### config.mk
export PLATFORM = sky130hd
export DESIGN_NAME = evtirq_ctrl
export DESIGN_NICKNAME = d
export VERILOG_FILES = /design/src/rtl/evtirq_pkg.sv /design/src/rtl/evtirq_pick.sv /design/src/rtl/evtirq_lines.sv /design/src/rtl/evtirq_cpu.sv /design/src/rtl/evtirq_ctrl.sv
export SDC_FILE = /design/constraint.sdc
export NUM_CORES = 1
export LEC_CHECK = 0
export ABC_AREA = 1
export BUFFER_PORTS_ARGS = -buffer_cell sky130_fd_sc_hd__buf_4
export CAP_MARGIN = 25
export CORE_MARGIN = 8
export CORE_UTILIZATION = 30
export CTS_BUF_LIST = sky130_fd_sc_hd__clkbuf_8
export DETAILED_ROUTE_END_ITERATION = 6
export SLEW_MARGIN = 20
export SYNTH_ARGS = -nofsm -noshare
export SYNTH_HDL_FRONTEND = slang
export SYNTH_HIERARCHICAL = 1
export SYNTH_SLANG_ARGS = --single-unit
### constraint.sdc
create_clock -name clk -period 7.7 [get_ports clk]
set_input_delay 0 -clock clk [delete_from_list [all_inputs] [get_ports clk]]
set_output_delay 0 -clock clk [all_outputs]
set_load 0.01 [all_outputs]
### src/rtl/evtirq_pkg.sv
package evtirq_pkg;
  localparam int ADDR_W = 12;
  localparam int DATA_W = 32;

  typedef enum logic [1:0] {EV_NONE = 2'd0, EV_HW = 2'd1, EV_IPI = 2'd2} ev_kind_e;

  // region code in addr[11:8]
  localparam logic [3:0] RG_LINES = 4'h0;
  localparam logic [3:0] RG_AFF   = 4'h1;
  localparam logic [3:0] RG_CPU   = 4'h2;
  localparam logic [3:0] RG_LOCAL = 4'h3;

  // line group in addr[7:4]
  localparam logic [3:0] GP_MSET = 4'd0;
  localparam logic [3:0] GP_MCLR = 4'd1;
  localparam logic [3:0] GP_SSET = 4'd2;
  localparam logic [3:0] GP_SCLR = 4'd3;
  localparam logic [3:0] GP_RAW  = 4'd4;

  // per-CPU register in addr[2:0]
  localparam logic [2:0] CS_EVENT  = 3'd0;
  localparam logic [2:0] CS_RAISE  = 3'd1;
  localparam logic [2:0] CS_PCLR   = 3'd2;
  localparam logic [2:0] CS_UNMASK = 3'd3;
  localparam logic [2:0] CS_MASK   = 3'd4;

  function automatic logic [DATA_W-1:0] ev_word(ev_kind_e k, logic [15:0] n);
    return {14'd0, k, n};
  endfunction
endpackage

### src/rtl/evtirq_pick.sv
module evtirq_pick #(
  parameter int N  = 64,
  parameter int IW = $clog2(N)
) (
  input  logic [N-1:0]  req,
  output logic          found,
  output logic [IW-1:0] idx
);
  // lowest index wins: scan downward so the last hit is the smallest
  always_comb begin
    found = 1'b0;
    idx   = '0;
    for (int i = N - 1; i >= 0; i--) begin
      if (req[i]) begin
        found = 1'b1;
        idx   = IW'(i);
      end
    end
  end
endmodule

### src/rtl/evtirq_lines.sv
module evtirq_lines
  import evtirq_pkg::*;
#(
  parameter int N = 64,
  parameter int C = 2
) (
  input  logic                clk,
  input  logic                rst,
  input  logic                wr,
  input  logic [ADDR_W-1:0]   addr,
  input  logic [DATA_W-1:0]   wdata,
  input  logic [N-1:0]        hw,
  input  logic [N-1:0]        ack,
  output logic [C-1:0][N-1:0] req,
  output logic [DATA_W-1:0]   rd_word
);
  localparam int NW = (N + 31) / 32;

  logic [N-1:0] mask_q, sw_q;
  logic [C-1:0] aff_q [N];

  logic [3:0] rg, grp, word;
  logic [7:0] line;
  logic       in_lines, in_aff, line_ok;

  assign rg       = addr[11:8];
  assign grp      = addr[7:4];
  assign word     = addr[3:0];
  assign line     = addr[7:0];
  assign in_lines = (rg == RG_LINES) && (int'(word) < NW);
  assign in_aff   = (rg == RG_AFF);
  assign line_ok  = int'(line) < N;

  always_ff @(posedge clk) begin
    if (rst) begin
      mask_q <= '1;
      sw_q   <= '0;
      for (int i = 0; i < N; i++) aff_q[i] <= '1;
    end else begin
      for (int i = 0; i < N; i++) begin
        if (wr && in_lines && int'(word) == i / 32) begin
          if (grp == GP_MCLR && wdata[5'(i % 32)]) mask_q[i] <= 1'b0;
          if (grp == GP_MSET && wdata[5'(i % 32)]) mask_q[i] <= 1'b1;
          if (grp == GP_SCLR && wdata[5'(i % 32)]) sw_q[i]   <= 1'b0;
          if (grp == GP_SSET && wdata[5'(i % 32)]) sw_q[i]   <= 1'b1;
        end
        if (ack[i]) mask_q[i] <= 1'b1;
      end
      if (wr && in_aff && line_ok) aff_q[line] <= wdata[C-1:0];
    end
  end

  always_comb begin
    for (int c = 0; c < C; c++)
      for (int i = 0; i < N; i++)
        req[c][i] = (hw[i] | sw_q[i]) & ~mask_q[i] & aff_q[i][c];
  end

  always_comb begin
    rd_word = '0;
    if (in_lines) begin
      for (int b = 0; b < 32; b++) begin
        if (int'(word) * 32 + b < N) begin
          case (grp)
            GP_MSET, GP_MCLR: rd_word[b] = mask_q[int'(word) * 32 + b];
            GP_SSET, GP_SCLR: rd_word[b] = sw_q[int'(word) * 32 + b];
            GP_RAW:           rd_word[b] = hw[int'(word) * 32 + b] | sw_q[int'(word) * 32 + b];
            default:          rd_word[b] = 1'b0;
          endcase
        end
      end
    end else if (in_aff && line_ok) begin
      rd_word = DATA_W'(aff_q[line]);
    end
  end
endmodule

### src/rtl/evtirq_cpu.sv
module evtirq_cpu
  import evtirq_pkg::*;
#(
  parameter int N  = 64,
  parameter int IW = $clog2(N)
) (
  input  logic              clk,
  input  logic              rst,
  input  logic [N-1:0]      req,
  input  logic              wr,
  input  logic [2:0]        sel,
  input  logic [1:0]        wbits,
  input  logic              ev_rd,
  output logic [DATA_W-1:0] evt,
  output logic              irq,
  output logic [N-1:0]      ack_vec,
  output logic [1:0]        ipend,
  output logic [1:0]        imask
);
  logic          found;
  logic [IW-1:0] idx;
  logic [1:0]    ipi_eff;

  evtirq_pick #(.N(N), .IW(IW)) u_pick (.req(req), .found(found), .idx(idx));

  assign ipi_eff = ipend & ~imask;
  assign irq     = found | (|ipi_eff);
  assign ack_vec = (ev_rd && found) ? (N'(1) << idx) : '0;

  always_comb begin
    if (found)           evt = ev_word(EV_HW, 16'(idx));
    else if (ipi_eff[0]) evt = ev_word(EV_IPI, 16'd0);
    else if (ipi_eff[1]) evt = ev_word(EV_IPI, 16'd1);
    else                 evt = '0;
  end

  always_ff @(posedge clk) begin
    if (rst) begin
      ipend <= '0;
      imask <= '1;
    end else begin
      if (wr) begin
        case (sel)
          CS_RAISE:  ipend <= ipend | wbits;
          CS_PCLR:   ipend <= ipend & ~wbits;
          CS_UNMASK: imask <= imask & ~wbits;
          CS_MASK:   imask <= imask | wbits;
          default:   ;
        endcase
      end
      if (ev_rd && !found) begin
        if (ipi_eff[0]) begin
          ipend[0] <= 1'b0;
          imask[0] <= 1'b1;
        end else if (ipi_eff[1]) begin
          ipend[1] <= 1'b0;
          imask[1] <= 1'b1;
        end
      end
    end
  end
endmodule

### src/rtl/evtirq_ctrl.sv
module evtirq_ctrl
  import evtirq_pkg::*;
#(
  parameter int NUM_LINES = 64,
  parameter int NUM_CPUS  = 2,
  localparam int CPU_W    = (NUM_CPUS > 1) ? $clog2(NUM_CPUS) : 1,
  localparam int LINE_W   = $clog2(NUM_LINES)
) (
  input  logic                 clk,
  input  logic                 rst,
  input  logic [CPU_W-1:0]     req_cpu,
  input  logic [ADDR_W-1:0]    bus_addr,
  input  logic                 bus_wr,
  input  logic [DATA_W-1:0]    bus_wdata,
  input  logic                 bus_rd,
  output logic [DATA_W-1:0]    bus_rdata,
  input  logic [NUM_LINES-1:0] hw_irq,
  output logic [NUM_CPUS-1:0]  cpu_irq
);
  logic [NUM_CPUS-1:0][NUM_LINES-1:0] req_a, ack_a;
  logic [NUM_CPUS-1:0][DATA_W-1:0]    evt_a;
  logic [NUM_CPUS-1:0][1:0]           ipend_a, imask_a;
  logic [NUM_CPUS-1:0]                ev_rd_a;
  logic [NUM_LINES-1:0]               ack_or;
  logic [DATA_W-1:0]                  line_word, cpu_word;
  logic [3:0]                         rg;
  logic [4:0]                         tgt;
  logic [2:0]                         sel;
  logic                               cpu_hit;

  assign rg      = bus_addr[11:8];
  assign sel     = bus_addr[2:0];
  assign tgt     = (rg == RG_LOCAL) ? 5'(req_cpu) : bus_addr[7:3];
  assign cpu_hit = ((rg == RG_CPU) || (rg == RG_LOCAL)) && (int'(tgt) < NUM_CPUS);

  evtirq_lines #(.N(NUM_LINES), .C(NUM_CPUS)) u_lines (
    .clk(clk), .rst(rst), .wr(bus_wr), .addr(bus_addr), .wdata(bus_wdata),
    .hw(hw_irq), .ack(ack_or), .req(req_a), .rd_word(line_word)
  );

  for (genvar c = 0; c < NUM_CPUS; c++) begin : g_cpu
    assign ev_rd_a[c] = bus_rd && cpu_hit && (tgt == 5'(c)) && (sel == CS_EVENT);
    evtirq_cpu #(.N(NUM_LINES), .IW(LINE_W)) u_cpu (
      .clk(clk), .rst(rst), .req(req_a[c]),
      .wr(bus_wr && cpu_hit && (tgt == 5'(c))), .sel(sel), .wbits(bus_wdata[1:0]),
      .ev_rd(ev_rd_a[c]), .evt(evt_a[c]), .irq(cpu_irq[c]), .ack_vec(ack_a[c]),
      .ipend(ipend_a[c]), .imask(imask_a[c])
    );
  end

  always_comb begin
    ack_or   = '0;
    cpu_word = '0;
    for (int c = 0; c < NUM_CPUS; c++) begin
      ack_or = ack_or | ack_a[c];
      if (tgt == 5'(c)) begin
        case (sel)
          CS_EVENT:            cpu_word = evt_a[c];
          CS_RAISE, CS_PCLR:   cpu_word = DATA_W'(ipend_a[c]);
          CS_UNMASK, CS_MASK:  cpu_word = DATA_W'(imask_a[c]);
          default:             cpu_word = '0;
        endcase
      end
    end
  end

  always_ff @(posedge clk) begin
    if (rst)         bus_rdata <= '0;
    else if (bus_rd) bus_rdata <= cpu_hit ? cpu_word : line_word;
  end
endmodule

==> impl_results.rst, run 1 <==
.. list-table::
   :header-rows: 1

   * - Metric
     - Value
   * - Area growth from synthesis to layout
     - 13.7%
   * - Register share of total power
     - 0.442
   * - Result of the run
     - complete, no violations
   * - Total overflow reported by the global router
     - 0
   * - Total via count in the routed design
     - 17500
   * - Worst-path fanout max
     - 4
   * - Largest net degree at the start of global routing
     - 83
   * - Post-CTS Setup Inserts
     - 0
   * - Count of port buffers added during placement
     - 130
   * - Actual transition at the worst max-transition pin
     - 1.05 ns
   * - Clk sinks
     - 232
   * - Chip Height
     - 258 µm
   * - Combinational power share
     - 0.141
   * - DRC violation count after routing
     - 0
   * - Worst hold path type
     - input pin to flop
   * - Antenna-violating nets left
     - 0
   * - Yosys warning total
     - 6
   * - Type of element launching the critical path
     - flop
   * - Initial Util
     - 0.303
   * - Final hold slack
     - 0.0538 ns
   * - Total clock buffers created by CTS
     - 45
   * - Aggregate routed wire length
     - 60200 µm
   * - Setup Skew
     - 0.0347 ns
   * - Crit path DAT
     - 5.07 ns
   * - Most prevalent standard cell on the critical path
     - nand2_1
   * - Standby leakage power
     - 8.45 nW
   * - Clock slew at the register clock pins of the worst setup and hold paths
     - 0.06 ns
   * - Fraction of layout cells with a size suffix above 1
     - 0.104
   * - Area of the die
     - 66500 µm²
   * - Commonest cells after routing, fill and taps aside
     - 833 x nand2_1, 354 x nor2_1, 288 x inv_1, 183 x o21ai_0, 146 x a21oi_1
   * - Root cell of the clock tree
     - clkbuf_8
   * - Detailed-placement wirelength estimate
     - 42900 µm
   * - Setup TNS
     - 0 ns
   * - Maximum single-stage delay on the critical path
     - 0.35 ns
   * - Cell count after synthesis
     - 2761
   * - VDD IR max
     - 106 µV
   * - MaxCap Viol Count
     - 0
   * - Number of iterations in the first detailed-routing pass
     - 5
   * - Critical path class
     - flop to flop
   * - Type of element capturing the critical path
     - flop
   * - Total track usage
     - 0.175
   * - CTS tree
     - built
   * - Post-route clock period utilization
     - 0.597
   * - Total power per unit cell area
     - 155 nW/µm²
   * - Avg Inst Size Synth
     - 6.35 µm²
   * - Via density
     - 4.79
   * - Via count of the first global-routing pass
     - 16100
   * - Final hold violation count
     - 0
   * - Switch share
     - 0.287
   * - Std cell rows
     - 88
   * - Slew HR
     - 0.299
   * - Fin util
     - 0.345
   * - Total of endpoints with negative setup slack in the final report
     - 0
   * - H-tree lvl count
     - 2
   * - Die boundary width
     - 258 µm
   * - Clock insertion delay at the later pin of the skew report
     - 0.62 ns
   * - Required time of the critical path
     - 8.17 ns
   * - Io pins
     - 147
   * - Most common cell after layout, fill and taps aside
     - nand2_1
   * - NumNets Final
     - 2970
   * - Switching power total
     - 0.000887 W
   * - Maximum clock insertion buffer count
     - 3
   * - Area of the placeable core
     - 57800 µm²
   * - Filler cell count
     - 6313
   * - Final GP Congestion
     - 0.932
   * - Setup repair after global routing missed its margin
     - false
   * - Library cell contributing the largest single delay on the critical path
     - nor2_1
   * - Clock share of power
     - 0.417
   * - Initial antenna violation count
     - 10
   * - Initial detailed-routing violation count
     - 1427
   * - Synth Cell Area
     - 17500 µm²
   * - Max frequency
     - 217 MHz
   * - Internal power
     - 0.00220 W
   * - Global-route wire length before repair
     - 92000 µm
   * - Per-cell routed wire length
     - 16.4 µm
   * - Number of max-slew violations in the final report
     - 0
   * - Tmin final
     - 4.60 ns
final timing paths:
check	from	endpoint	slack [ns]	cells past startpoint
setup reg to reg	u_lines/sw_q[47]	u_lines/mask_q[45]	3.10	55
hold reg to reg	bus_rdata[0]	bus_rdata[0]	0.47	2
setup / recovery	u_lines/sw_q[47]	u_lines/mask_q[45]	3.10	55
hold / removal	req_cpu	bus_rdata[1]	0.05	9
what timing repair did:
item / in CTS / in global routing
endpoints found under the hold margin: 136 / 0
hold buffers: 57 / 0
gates resized for setup: 0 / 0
final cells by class:
cell class | instances | area (µm²) | area share
Antenna cell | 6 | 15.0 | 0.000753
Clock buffer | 47 | 647 | 0.0324
Clock inverter | 35 | 267 | 0.0134
Inverter | 300 | 1130 | 0.0565
Multi-Input combinational cell | 2076 | 9350 | 0.469
Sequential cell | 232 | 5930 | 0.297
Tap cell | 765 | 957 | 0.0480
Timing Repair Buffer | 202 | 1660 | 0.0831
critical path, delay by kind of cell, from the launching register on:
kind                   cells  cell delay (ns)
AOI/OAI and AO/OA          2             0.22
and+or+nand+nor           51             3.52
buffers and inverters      2             0.36
DFF                        1             0.32
registers in the layout, summed over array words and instances (netlist names):
signal,count
bus_rdata,32
g_cpu.u_cpu/imask,4
g_cpu.u_cpu/ipend,4
u_lines/aff_q,128
u_lines/mask_q,32
u_lines/sw_q,32
through the flow:
step / worst slack (ns) / total power, W / instances / cell area [µm²]
finish: 3.10 / 0.00309 / 3663 / 19900
global route: 2.54 / 0.00323 / 3659 / 19900
CTS: 3.16 / 0.00311 / 3657 / 19900
detailed placement: 3.18 / 0.00179 / 3518 / 18400
global placement: 3.14 / 0.00179 / 3517 / 18400
floorplan: 4.25 / 0.00168 / 2870 / 17900
power by group through the flow:
stage | registers [W] | clock network (W) | logic (W)
2_1_floorplan | 0.00139 | 0 | 0.000290
3_3_place_gp | 0.00139 | 0 | 0.000400
3_5_place_dp | 0.00139 | 0 | 0.000401
4_1_cts | 0.00136 | 0.00132 | 0.000428
5_1_grt | 0.00137 | 0.00138 | 0.000483
6_report | 0.00136 | 0.00129 | 0.000435
layer usage:
metal	track usage	share of wire	wire, µm	vias up
li1	-	-	-	8864
met1	0.224	0.43	26100	8015
met2	0.291	0.47	28000	548
met3	0.0313	0.068	4070	117
met4	0.0641	0.034	2050	4
met5	0	0.00043	26	-
No activity file was read; power rests on OpenSTA's default activity.
==> run 2, diff against run 1 <==
- clock period: 7.7 -> 4.7 ns (I/O delays scaled with it)
==> run 2 against run 1 <==
Compared with the run above: sequential power rose by 64%; final area increased by 0.91%; clock skew is 0.026 ns higher; non-clock buffer count rose by 10; sequential share of layout area is 0.26 points lower; worst setup slack got worse by 2.5 ns; clock power up 60%.
==> impl_results.rst, run 2 (synthesized netlist as in run 1, its figures left out) <==
.. list-table::
   :header-rows: 1

   * - Metric
     - Value
   * - Result of the run
     - complete, no violations (unchanged)
   * - Worst-path fanout max
     - 4 (unchanged)
   * - Count of buffer and inverter cells on the critical path
     - 2 (unchanged)
   * - Placed instance area
     - 18500 µm² (was 18400 µm²)
   * - Detailed-placement wirelength estimate
     - 42900 µm (about the same)
   * - Initial antenna violation count
     - 6 (was 10)
   * - CP delay by family, top
     - simple AND/OR/NAND/NOR gates (unchanged)
   * - Per-cell routed wire length
     - 16.4 µm (about the same)
   * - Aggregate routed wire length
     - 60000 µm (was 60200 µm)
   * - Required time of the critical path
     - 5.16 ns (was 8.17 ns)
   * - Type of element launching the critical path
     - flop (unchanged)
   * - Worst path setup slack after routing
     - 0.551 ns (was 3.10 ns)
   * - Commonest cells after routing, fill and taps aside
     - 831 x nand2_1, 348 x nor2_1, 286 x inv_1, 183 x o21ai_0, 149 x buf_4 (was 833 x nand2_1, 354 x nor2_1, 288 x inv_1, 183 x o21ai_0, 146 x a21oi_1)
   * - Hold path cells
     - 5 (was 9)
   * - Antenna-violating nets left
     - 0 (unchanged)
   * - Number of max-slew violations in the final report
     - 0 (unchanged)
   * - DRC violation count after routing
     - 0 (unchanged)
   * - Largest net degree at the start of global routing
     - 95 (was 83)
   * - Chip Height
     - 258 µm (unchanged)
   * - Via density
     - 4.80 (was 4.79)
   * - Final design instance area without fill
     - 20100 µm² (was 19900 µm²)
   * - Number of iterations in the first detailed-routing pass
     - 5 (unchanged)
   * - Largest register FFs
     - 128 (unchanged)
   * - Final hold violation count
     - 0 (unchanged)
   * - Setup Skew
     - 0.0604 ns (was 0.0347 ns)
   * - Total track usage
     - 0.174 (was 0.175)
   * - Reg2reg setup slack
     - 0.55 ns (was 3.10 ns)
   * - Total via count in the routed design
     - 17600 (was 17500)
   * - Area growth from synthesis to layout
     - 14.7% (was 13.7%)
   * - Worst hold path type
     - input pin to flop (unchanged)
   * - Number of standard cells in the layout, taps in and fillers out
     - 3669 (was 3663)
   * - Post-route clock period utilization
     - 0.883 (was 0.597)
   * - Total of endpoints with negative setup slack in the final report
     - 0 (unchanged)
   * - NumNets Final
     - 2980 (was 2970)
   * - Library cell contributing the largest single delay on the critical path
     - dfxtp_2 (was nor2_1)
   * - Actual transition at the worst max-transition pin
     - 1.12 ns (was 1.05 ns)
   * - MaxCap Viol Count
     - 0 (unchanged)
   * - Filler cell count
     - 6296 (was 6313)
   * - Most common cell after layout, fill and taps aside
     - nand2_1 (unchanged)
   * - VDD IR max
     - 186 µV (was 106 µV)
   * - Number of instances in the placed design
     - 3521 (was 3518)
   * - Post-Place Setup Slack
     - 0.401 ns (was 3.18 ns)
   * - H-tree lvl count
     - 2 (unchanged)
   * - Area of the die
     - 66500 µm² (unchanged)
   * - Logic depth of the worst path, buffers included
     - 55 (unchanged)
   * - Fraction of layout cells with a size suffix above 1
     - 0.112 (was 0.104)
   * - Timing endpoint of the critical path
     - u_lines/mask_q[14] (was u_lines/mask_q[45])
   * - Global-route wire length before repair
     - 92100 µm (was 92000 µm)
   * - Slew HR
     - 0.246 (was 0.299)
   * - Largest reg by FF count
     - u_lines/aff_q (unchanged)
   * - Worst R2R Path Depth
     - 55 (unchanged)
   * - Standby leakage power
     - 8.52 nW (was 8.45 nW)
   * - Io pins
     - 147 (unchanged)
   * - Initial detailed-routing violation count
     - 1457 (was 1427)
   * - Count of port buffers added during placement
     - 130 (unchanged)
   * - Worst flop-to-flop path startpoint
     - u_lines/sw_q[47] (unchanged)
   * - Setup repair after global routing missed its margin
     - true (was false)
   * - Root cell of the clock tree
     - clkbuf_8 (unchanged)
   * - Final GP Congestion
     - 0.939 (was 0.932)
   * - CTS tree
     - built (unchanged)
   * - Total clock buffers created by CTS
     - 45 (unchanged)
   * - Clock slew at the register clock pins of the worst setup and hold paths
     - 0.06 ns (about the same)
   * - Fin util
     - 0.348 (was 0.345)
   * - Area of the placeable core
     - 57800 µm² (unchanged)
   * - Critical path class
     - flop to flop (unchanged)
   * - Clock insertion delay at the later pin of the skew report
     - 0.65 ns (was 0.62 ns)
   * - Maximum single-stage delay on the critical path
     - 0.35 ns (about the same)
   * - Die boundary width
     - 258 µm (unchanged)
   * - Tmin final
     - 4.15 ns (was 4.60 ns)
   * - Clk sinks
     - 232 (unchanged)
   * - Maximum clock insertion buffer count
     - 3 (unchanged)
   * - Total overflow reported by the global router
     - 0 (unchanged)
   * - Worst reg2reg path endpoint
     - u_lines/mask_q[14] (was u_lines/mask_q[45])
   * - Final total power
     - 0.00503 W (was 0.00309 W)
   * - CP Launch Point
     - u_lines/sw_q[47] (unchanged)
   * - Std cell rows
     - 88 (unchanged)
   * - Crit path DAT
     - 4.61 ns (was 5.07 ns)
   * - Max frequency
     - 241 MHz (was 217 MHz)
   * - Total power per unit cell area
     - 250 nW/µm² (was 155 nW/µm²)
   * - Most prevalent standard cell on the critical path
     - nand2_1 (unchanged)
   * - Via count of the first global-routing pass
     - 16200 (was 16100)
   * - Initial Util
     - 0.303 (unchanged)
   * - Type of element capturing the critical path
     - flop (unchanged)
==> run 2: cell count changes in the layout (fill, tap and decap cells not counted), moves of 4 or more <==
cell    change
inv_2       +4
buf_4       +5
nor2_1      -6
nor2_4      +5
==> run 2: what timing repair did <==
| item | 4_1_cts | 5_1_grt |
|---|---|---|
| endpoints found under the setup margin | 0 | 33 |
| endpoints found under the hold margin | 128 | 0 |
| resized for setup | 0 | 31 |
| setup buffers | 0 | 5 |
| hold buffers | 61 | 0 |
==> run 2: area by class of cell <==
| cell class | count | area (µm²) | share of cell area |
|---|---|---|---|
| Clock buffer | 47 | 647 | 0.0321 |
| Tap cell | 765 | 957 | 0.0476 |
| Timing Repair Buffer | 212 | 1760 | 0.0876 |
| Clock inverter | 34 | 248 | 0.0123 |
| Inverter | 300 | 1130 | 0.0560 |
| Multi-Input combinational cell | 2076 | 9450 | 0.469 |
| Antenna cell | 3 | 7.51 | 0.000373 |
| Sequential cell | 232 | 5930 | 0.295 |
==> run 2: metrics by stage <==
stage | TNS, ns | hold slack [ns]
3_5_place_dp | 0 | 0.344
5_1_grt | -1.40 | 0.0566
4_1_cts | 0 | 0.000783
3_3_place_gp | 0 | 0.343
2_1_floorplan | 0 | 0.0691
6_report | 0 | 0.0521
==> run 2: worst min path at each step <==
stage	startpoint	slack, ns	endpoint
2_1_floorplan	rst	0.07	bus_rdata[0]
3_3_place_gp	bus_wdata[5]	0.34	u_lines/mask_q[37]
3_5_place_dp	bus_wdata[4]	0.34	u_lines/mask_q[36]
4_1_cts	bus_addr[3]	0.0008	u_lines/aff_q[16][0]
5_1_grt	bus_addr[3]	0.06	u_lines/aff_q[34][0]
6_report	bus_addr[3]	0.05	u_lines/aff_q[16][0]
==> run 2: report_power, final <==
part,total [W],leakage (nW),switching [W],internal [W]
combinational,0.000726,5.88,0.000476,0.000250
clock,0.00207,0.506,0.000965,0.00111
sequential,0.00223,2.14,0.0000278,0.00221
total,0.00503,8.52,0.00147,0.00356
==> run 2: layer usage <==
layer	part of all wire	wire (µm)	track usage	up-vias
li1	-	-	-	8873
met1	0.44	26100	0.229	8004
met2	0.46	27400	0.283	599
met3	0.071	4240	0.0289	117
met4	0.037	2200	0.0689	4
met5	0.00042	25	0	-
==> run 2: tightest hold or removal path: cells and delay by family <==
family	cells	cell delay, ns
AND/OR/NAND/NOR	3	0.26
buffers and inverters	2	0.30
